`config.mk`:
```
export PLATFORM = sky130hd
export DESIGN_NAME = cmp_timer_chan
export DESIGN_NICKNAME = d
export VERILOG_FILES = /design/src/rtl/ctc_pkg.sv /design/src/rtl/ctc_counter.sv /design/src/rtl/ctc_cmp_bank.sv /design/src/rtl/ctc_flags.sv /design/src/rtl/cmp_timer_chan.sv
export SDC_FILE = /design/constraint.sdc
export NUM_CORES = 1
export LEC_CHECK = 0
export BUFFER_PORTS_ARGS = -buffer_cell sky130_fd_sc_hd__buf_2
export CORE_AREA = 4 4 107 109
export CTS_CLUSTER_SIZE = 40
export DETAILED_ROUTE_END_ITERATION = 6
export DIE_AREA = 0 0 111 113
export PLACE_DENSITY = 0.73
export SLEW_MARGIN = 20
export SYNTH_ARGS = -nofsm -noshare
export SYNTH_HDL_FRONTEND = slang
export SYNTH_SLANG_ARGS = --single-unit
```
`constraint.sdc`:
```
create_clock -name clk -period 2.02 [get_ports clk]
set_input_delay 0.303 -clock clk [delete_from_list [all_inputs] [get_ports clk]]
set_output_delay 0.303 -clock clk [all_outputs]
set_load 0.1 [all_outputs]
```
`src/rtl/ctc_pkg.sv`:
```
package ctc_pkg;
  localparam int NCMP = 4;
  localparam int AW   = 3;

  localparam logic [AW-1:0] A_CNT  = 3'd0;
  localparam logic [AW-1:0] A_CMP0 = 3'd1;
  localparam logic [AW-1:0] A_STAT = 3'd5;
  localparam logic [AW-1:0] A_MODE = 3'd6;

  typedef logic [NCMP-1:0] flag_vec_t;

  // bus address of compare register i
  function automatic logic [AW-1:0] cmp_addr(input int i);
    return A_CMP0 + AW'(i);
  endfunction

  // new flag value: a match always wins over a clear
  function automatic flag_vec_t flag_next(input flag_vec_t cur,
                                          input flag_vec_t hit,
                                          input flag_vec_t clr);
    return (cur & ~clr) | hit;
  endfunction

  // clearing permission: gained on a read that sees 1, lost on a clear
  function automatic flag_vec_t arm_next(input flag_vec_t arm,
                                         input logic      rd_stat,
                                         input flag_vec_t cur,
                                         input flag_vec_t clr);
    return (arm | ({NCMP{rd_stat}} & cur)) & ~clr;
  endfunction
endpackage

```
`src/rtl/ctc_counter.sv`:
```
module ctc_counter #(
  parameter int W = 16
) (
  input  logic         clk,
  input  logic         rst_n,
  input  logic         step,
  input  logic         ld,
  input  logic [W-1:0] ld_val,
  output logic [W-1:0] cnt
);
  always_ff @(posedge clk or negedge rst_n) begin
    if (!rst_n)    cnt <= '0;
    else if (ld)   cnt <= ld_val;
    else if (step) cnt <= cnt + 1'b1;
  end
endmodule

```
`src/rtl/ctc_cmp_bank.sv`:
```
module ctc_cmp_bank #(
  parameter int W = 16,
  parameter int N = 4
) (
  input  logic                clk,
  input  logic                rst_n,
  input  logic [W-1:0]        cnt,
  input  logic                hold,
  input  logic [N-1:0]        wr_sel,
  input  logic [W-1:0]        wdata,
  input  logic [N/2-1:0]      buf_en,
  output logic [N-1:0][W-1:0] cmp_o,
  output logic [N-1:0]        match_o
);
  localparam int HALF = N / 2;

  for (genvar i = 0; i < N; i++) begin : g_reg
    logic [W-1:0] r;
    logic         xfer;

    if (i < HALF) begin : g_buffered
      assign xfer = buf_en[i] & match_o[i];
    end else begin : g_plain
      assign xfer = 1'b0;
    end

    always_ff @(posedge clk or negedge rst_n) begin
      if (!rst_n)         r <= '1;
      else if (wr_sel[i]) r <= wdata;
      else if (xfer)      r <= cmp_o[(i + HALF) % N];
    end

    assign cmp_o[i]   = r;
    assign match_o[i] = ~hold & (cnt == r);
  end
endmodule

```
`src/rtl/ctc_flags.sv`:
```
module ctc_flags
  import ctc_pkg::*;
(
  input  logic      clk,
  input  logic      rst_n,
  input  flag_vec_t hit,
  input  logic      rd_stat,
  input  logic      wr_stat,
  input  flag_vec_t wbits,
  output flag_vec_t flag,
  output flag_vec_t clr_hit
);
  flag_vec_t armed;

  assign clr_hit = {NCMP{wr_stat}} & ~wbits & armed;

  always_ff @(posedge clk or negedge rst_n) begin
    if (!rst_n) begin
      flag  <= '0;
      armed <= '0;
    end else begin
      flag  <= flag_next(flag, hit, clr_hit);
      armed <= arm_next(armed, rd_stat, flag, clr_hit);
    end
  end
endmodule

```
`src/rtl/cmp_timer_chan.sv`:
```
module cmp_timer_chan
  import ctc_pkg::*;
#(
  parameter int CNT_W = 16
) (
  input  logic             clk,
  input  logic             rst_n,
  input  logic             cnt_en,
  input  logic             lp_hold,
  input  logic             bus_wr,
  input  logic             bus_rd,
  input  logic [AW-1:0]    bus_addr,
  input  logic [CNT_W-1:0] bus_wdata,
  output logic [CNT_W-1:0] bus_rdata,
  output logic [NCMP-1:0]  flag_o
);
  localparam int NBUF = NCMP / 2;

  logic                        cnt_ld;
  logic                        cnt_step;
  logic [CNT_W-1:0]            cnt_q;
  logic [NCMP-1:0]             wr_cmp;
  logic [NCMP-1:0][CNT_W-1:0]  cmp_q;
  flag_vec_t                   match;
  flag_vec_t                   flag;
  flag_vec_t                   clr_hit;
  logic [NBUF-1:0]             mode_q;
  logic                        rd_stat;
  logic                        wr_stat;

  assign cnt_ld   = bus_wr & (bus_addr == A_CNT);
  assign cnt_step = cnt_en & ~lp_hold;
  assign rd_stat  = bus_rd & (bus_addr == A_STAT);
  assign wr_stat  = bus_wr & (bus_addr == A_STAT);

  for (genvar i = 0; i < NCMP; i++) begin : g_dec
    assign wr_cmp[i] = bus_wr & (bus_addr == cmp_addr(i));
  end

  always_ff @(posedge clk or negedge rst_n) begin
    if (!rst_n)                           mode_q <= '0;
    else if (bus_wr && bus_addr == A_MODE) mode_q <= bus_wdata[NBUF-1:0];
  end

  ctc_counter #(.W(CNT_W)) u_cnt (
    .clk    (clk),
    .rst_n  (rst_n),
    .step   (cnt_step),
    .ld     (cnt_ld),
    .ld_val (bus_wdata),
    .cnt    (cnt_q)
  );

  ctc_cmp_bank #(.W(CNT_W), .N(NCMP)) u_bank (
    .clk     (clk),
    .rst_n   (rst_n),
    .cnt     (cnt_q),
    .hold    (lp_hold),
    .wr_sel  (wr_cmp),
    .wdata   (bus_wdata),
    .buf_en  (mode_q),
    .cmp_o   (cmp_q),
    .match_o (match)
  );

  ctc_flags u_flags (
    .clk     (clk),
    .rst_n   (rst_n),
    .hit     (match),
    .rd_stat (rd_stat),
    .wr_stat (wr_stat),
    .wbits   (bus_wdata[NCMP-1:0]),
    .flag    (flag),
    .clr_hit (clr_hit)
  );

  always_comb begin
    bus_rdata = '0;
    case (bus_addr)
      A_CNT:  bus_rdata = cnt_q;
      A_STAT: bus_rdata = CNT_W'(flag);
      A_MODE: bus_rdata = CNT_W'(mode_q);
      default: begin
        for (int i = 0; i < NCMP; i++)
          if (bus_addr == cmp_addr(i)) bus_rdata = cmp_q[i];
      end
    endcase
  end

  assign flag_o = flag;
endmodule

```
==> run metrics, run 1 <==
Final Util 0.681; wl on met1 6.91 mm; dominant synthesized flop cell dfstp_2; initial antenna violation count 0; Root Driver clkbuf_8; Slew Viols, Final 0; Worst IR Drop VDD a little over 0.0005 V; fmax 0.478 GHz; Setup violations, final 16; Crit Path Max Fanout 2; Compound-Gate Fraction of Synth Area 0.138; RSZ-0062 raised after global routing true; antenna viol nets, final 0; Yosys cell types 57; met2 wire length ~8.5 mm; Setup WS post-layout -71.2 ps; flops & latches, synth 90; cts bufs inserted 9; final period utilization 1.04; register share of total power 0.370; number of port buffers 44; yosys warns 0; Initial Util 0.532; First-pass DRT Iterations 7; Psw 3.08 mW; placer's final routability congestion estimate 0.980; DR top layer met4; internal power 4.87 mW; cell leakage power 2.88 nW; Iter 0 DRT Violations 418; Critical Path Start Type flip-flop; Syn Inst Count roughly 520; Layout fillers 801; status complete, but fails checks; post-layout net count 628; Data required, critical path 1720 ps; Layout area overhead 28.0%; CORE AREA 10,600 um^2; CTS Sinks 90; Clock Path Buffers 2; sequential cell area fraction in the yosys report 0.413; Via density 6.19; die area 12,500 um^2; Max Cap Viol 0; sw frac 0.387; mux contribution to synthesized area 0.114; CTS H-tree depth 3; Crit. End Element primary output; syn_nets 547; first-pass GRT wire length 26.7 mm; Final HPWL DP 11.7 mm; worst min-delay path category in -> reg; Post-Synth Simple-Gate Area 0.157; Die Y 113 um; Cell Rows 38; main combinational cell family by area after synthesis simple AND/OR/NAND/NOR gates; async set-reset flop share out of synthesis 1.00; relative slew slack 0.676; Fin Hold WS 161 ps; Tmin final 2090 ps; GR Overflow Total 0; # DRC 3; Clock Latency Late Sink between 300 and 400 ps; Worst-path clk slew 90 ps; Clock power frac 0.198; failing checks design-rule violations, negative setup slack; Worst R2R Setup Slack -20 ps; Worst Tran Pin Value 484 ps; vias in the first global route 4,786; EDFF count, synth 0; Final Hold Vio Count 0; largest net degree at the start of global routing 46; clk_skew 14.9 ps; PD cells approximately 1100 nW/um^2; Arrival @ worst endpoint 1790 ps; wire length on met3 1.29 mm; GRT Overall Usage 0.272; num ports 45; Post-Synth Adder-Cell Area 0.00222; layout cells sized above 1 0.484; average wire per standard cell 23.0 um; Synth Area in XOR/XNOR 0.118; ant diodes 0; Comb pwr share 0.432; Vias 4,625; CTS tree yes; synthesized area per cell around 11 um^2; crit path kind reg -> out; post-synthesis cell area 5640 um^2; DIE WIDTH 111 um; drt total wl 17.2 mm
[cell usage in the layout (no fill, tap or decap), types with 6 or more instances in the layout]
master	netlist	final
or3_1	12	12
o21ai_4	0	13
buf_4	3	50
o221a_1	20	20
xnor2_1	22	22
buf_12	0	25
buf_6	8	6
xor2_1	54	52
o221a_4	0	6
dfrtp_1	26	21
nand3_1	8	8
inv_2	0	7
nand4_1	9	9
or2b_1	10	10
nand2_1	50	50
o221a_2	12	6
o21ai_0	37	23
dfstp_2	64	64
nor2_1	14	11
mux4_2	11	12
clkbuf_8	2	11
mux2_2	30	30
inv_1	18	11
a21oi_1	13	11
buf_2	13	27
nand2b_1	7	7
[cell usage after synthesis (13+ instances only)]
library cell	instances	area, um^2
mux2_2	30	338
nand2_1	50	188
clkbuf_1	13	48.8
buf_2	13	65.1
xor2_1	54	473
dfrtp_1	26	651
a21oi_1	13	65.1
nor2_1	14	52.6
dfstp_2	64	1680
xnor2_1	22	193
inv_1	18	67.6
o221a_1	20	225
o21ai_0	37	185
[power by group through the flow]
| stage | Sequential (mW) | Clock (mW) | Combinational (mW) |
|---|---|---|---|
| global route | 3.00 | 1.66 | 3.61 |
| CTS | 2.91 | 1.58 | 3.17 |
| floorplan | 2.80 | 0 | 2.17 |
| detailed placement | 2.94 | 0 | 3.00 |
| global placement | 2.92 | 0 | 2.96 |
| finish | 2.94 | 1.58 | 3.43 |
[final cells by class]
| class | count | area, um^2 | share of cell area |
|---|---|---|---|
| Inverter | 18 | 67.6 | 0.00936 |
| Tap cell | 140 | 175 | 0.0243 |
| Timing Repair Buffer | 110 | 1110 | 0.154 |
| Clock buffer | 12 | 155 | 0.0215 |
| Multi-Input combinational cell | 373 | 3270 | 0.453 |
| Clock inverter | 4 | 97.6 | 0.0135 |
| Sequential cell | 90 | 2340 | 0.324 |
[through the flow]
step                std cells  power, mW  cell area [um^2]  TNS (ps)  setup slack, ps
finish                    747       7.95              7220      -293            -71.2
global route              747       8.26              7220      -927            -88.6
CTS                       736       7.66              7000     -71.7            -71.7
detailed placement        708       5.94              6560         0             53.6
global placement          708       5.88              6560         0              136
floorplan                 521       4.97              5800      -360             -180
[routing by layer]
layer,vias to the layer above,track usage
li1,2034,-
met1,2337,0.359
met2,219,0.442
met3,35,0.0594
met4,0,0.106
met5,-,0
[what timing repair did]
action / in CTS / in global routing
hold buffers: 1 / 0
setup endpoints to repair: 9 / 31
setup buffers: 12 / 13
gates cloned: 0 / 1
pin swaps: 1 / 21
resized for setup: 22 / 24
endpoints found under the hold margin: 9 / 0
[critical path: stages, from the launching register on]
cell and delay, ps:
dfrtp_1 400, buf_6 120, mux2_2 270, o22ai_2 160, nor2_2 60, a21oi_2 160, nor2_4 50, buf_12 180
[flip-flops by register name, summed over array words and instances, names as in the netlist]
name and cells:
mode_q 2, u_cnt.cnt 16, u_bank.g.r 64, u_flags.flag 4, u_flags.armed 4
[worst paths after layout]
path,start,endpoint,cells past startpoint
worst max-delay path,u_cnt.cnt[1],bus_rdata[1],7
worst max register to register,u_cnt.cnt[0],u_bank.g_reg[0].r[13],7
worst min register to register,u_flags.armed[2],u_flags.armed[2],1
worst min-delay path,bus_wdata[2],u_cnt.cnt[2],3
max in group asynchronous,rst_n,u_bank.g_reg[2].r[12],3
min in group asynchronous,rst_n,u_flags.flag[2],2
[kinds of logic after synthesis]
group                      Yosys count
buffers and inverters               58
and+or+nand+nor                    150
muxes                               45
DFF                                 90
xor gates and xnor gates            76
AOI/OAI and AO/OA                  101
adders and majority gates            1
Note: power is estimated with default switching activity, not from simulation.
==> inputs of run 2 (changes only) <==
--- a/config.mk
+++ b/config.mk
@@ -11,6 +11,7 @@
 export DETAILED_ROUTE_END_ITERATION = 6
 export DIE_AREA = 0 0 111 113
 export PLACE_DENSITY = 0.73
+export SKIP_LAST_GASP = 1
 export SLEW_MARGIN = 20
 export SYNTH_ARGS = -nofsm -noshare
 export SYNTH_HDL_FRONTEND = slang
==> run 2 against run 1 <==
The flow finishes with violations (negative setup slack); non-clock buffer count is the same; sequential share of layout area grew 0.17 points; critical path depth is the same; flip-flop and latch count is the same; final cell count is the same; utilization shrank 0.35 points; clock skew grew 1.9 ps; first-iteration DRC count grew 6.2%; clock power is essentially flat; setup slack gained 8.3 ps; register-to-register slack lost 30 ps; largest cell class unchanged; largest power group unchanged.
==> run metrics, run 2 (synthesis results as in run 1) <==
status complete, but fails checks; failing checks negative setup slack; Final Hold Vio Count 0; Via density 6.22; # DRC 0; crit path kind reg -> out; Vias 4,645; reg2reg path depth 7; Setup WS post-layout -62.9 ps; post-layout net count 628; Layout fillers ~800; initial antenna violation count 0; first-pass GRT wire length around 27 mm; cell leakage power 2.86 nW; largest net degree at the start of global routing 46; GRT Overall Usage 0.272; number of port buffers 44; Max Cap Viol 0; clk_skew approximately 17 ps; Final Power around 8 mW; Worst-path clk slew about 90 ps; average wire per standard cell 22.9 um; Root Driver clkbuf_8; Clock power frac 0.199; Setup violations, final 18; Arrival @ worst endpoint ~1800 ps; final period utilization 1.03; Comb pwr share 0.431; CTS Sinks 90; Clock Latency Late Sink 380 ps; drt total wl about 17 mm; register share of total power 0.371; Worst R2R Setup Slack -50 ps; Slew Viols, Final 0; Worst Hold End u_cnt.cnt[2]; Largest Register u_bank.g.r; sw frac 0.387; relative slew slack 0.649; max reg flops 64; Psw between 3 and 4 mW; fmax 0.480 GHz; First-pass DRT Iterations 5; DIE WIDTH 111 um; layout cells sized above 1 0.483; Iter 0 DRT Violations 444; Worst IR Drop VDD 0.000511 V; Critical Path Start Type flip-flop; die area between 10,000 and 15,000 um^2; reg-to-reg startpoint u_cnt.cnt[0]; PD cells around 1100 nW/um^2; CORE AREA 10,600 um^2; CTS H-tree depth 3; most frequent cells in the layout 64 x dfstp_2, 52 x xor2_1, 51 x buf_4, 50 x nand2_1, 30 x mux2_2; largest registers u_bank.g.r (64), u_cnt.cnt (16); Crit. End Element primary output; Worst Tran Pin Value 519 ps; vias in the first global route 4,786; worst min-delay path category in -> reg; Die Y ~110 um; Layout area overhead 27.3%; TNS Setup -770 ps; RSZ-0062 raised after global routing true; FF-to-FF End u_bank.g_reg[0].r[2]; Clock Path Buffers 2; hold path startpoint bus_wdata[2]; Cell Rows 38; Data required, critical path 1720 ps; CP startpoint u_cnt.cnt[1]; GR Overflow Total 0; cts bufs inserted 9; WHS Path Cells 3; antenna viol nets, final 0; Tmin final 2080 ps; worst slack, placed ~54 ps; Initial Util 0.532; placer's final routability congestion estimate 0.980; internal power slightly below 5 mW; Crit Path Max Fanout 2; num ports 45; Final HPWL DP approximately 12 mm; commonest non-fill, non-tap cell in the layout dfstp_2; CTS tree yes; ant diodes 0
==> run 2: changes by cell type in the layout (fill, tap and decap cells not counted) <==
cell,delta
buf_4,+1
buf_6,-1
o221a_2,+3
o221a_4,-3
o41ai_1,+1
o41ai_2,-1
==> run 2: cell type report <==
cell class,instances,area [um^2],share of cell area
Clock inverter,4,97.6,0.0136
Timing Repair Buffer,110,1110,0.155
Clock buffer,12,155,0.0216
Tap cell,140,175,0.0244
Multi-Input combinational cell,373,3240,0.451
Sequential cell,90,2340,0.326
Inverter,18,67.6,0.00941
==> run 2: critical path, cell delays in order (launching register included) <==
cell,delay [ps]
dfrtp_1,400
buf_6,120
mux2_2,270
o22ai_2,160
nor2_2,60
a21oi_2,160
nor2_4,50
buf_12,180
==> run 2: per-stage QoR <==
step / utilization / instances / hold WS, ps / instance area (um^2)
finish: 0.677 / 747 / 166 / 7180
CTS: 0.660 / 736 / 158 / 7000
detailed placement: 0.619 / 708 / 253 / 6560
floorplan: - / 521 / 7.41 / 5800
global placement: 0.619 / 708 / 251 / 6560
global route: 0.677 / 747 / 164 / 7180
==> run 2: layer usage <==
layer,GRT usage,vias up,part of all wire
met5,0,-,0
met3,0.0594,40,0.075
met1,0.359,2347,0.40
li1,-,2036,-
met2,0.442,222,0.49
met4,0.106,0,0.029
==> run 2: power by group through the flow <==
stage	clock network (mW)	logic (mW)	registers, mW
2_1_floorplan	0	2.17	2.80
6_report	1.57	3.41	2.93
4_1_cts	1.58	3.17	2.91
3_3_place_gp	0	2.96	2.92
3_5_place_dp	0	3.00	2.94
5_1_grt	1.66	3.59	2.99
==> run 2: timing repair <==
action / CTS / global route
resized for setup: 22 / 19
hold endpoints to repair: 9 / 0
setup buffers: 12 / 13
hold buffers: 1 / 0
gates cloned: 0 / 1
pin swaps: 1 / 8
setup endpoints to repair: 9 / 31
==> run 2: how the worst max path moves through the flow <==
stage,slack [ps],to,cells past startpoint
floorplan,-180,bus_rdata[10],5
global placement,140,u_bank.g_reg[0].r[1],6
detailed placement,50,u_bank.g_reg[0].r[5],5
CTS,-70,bus_rdata[1],7
global route,-90,bus_rdata[1],7
finish,-60,bus_rdata[1],7
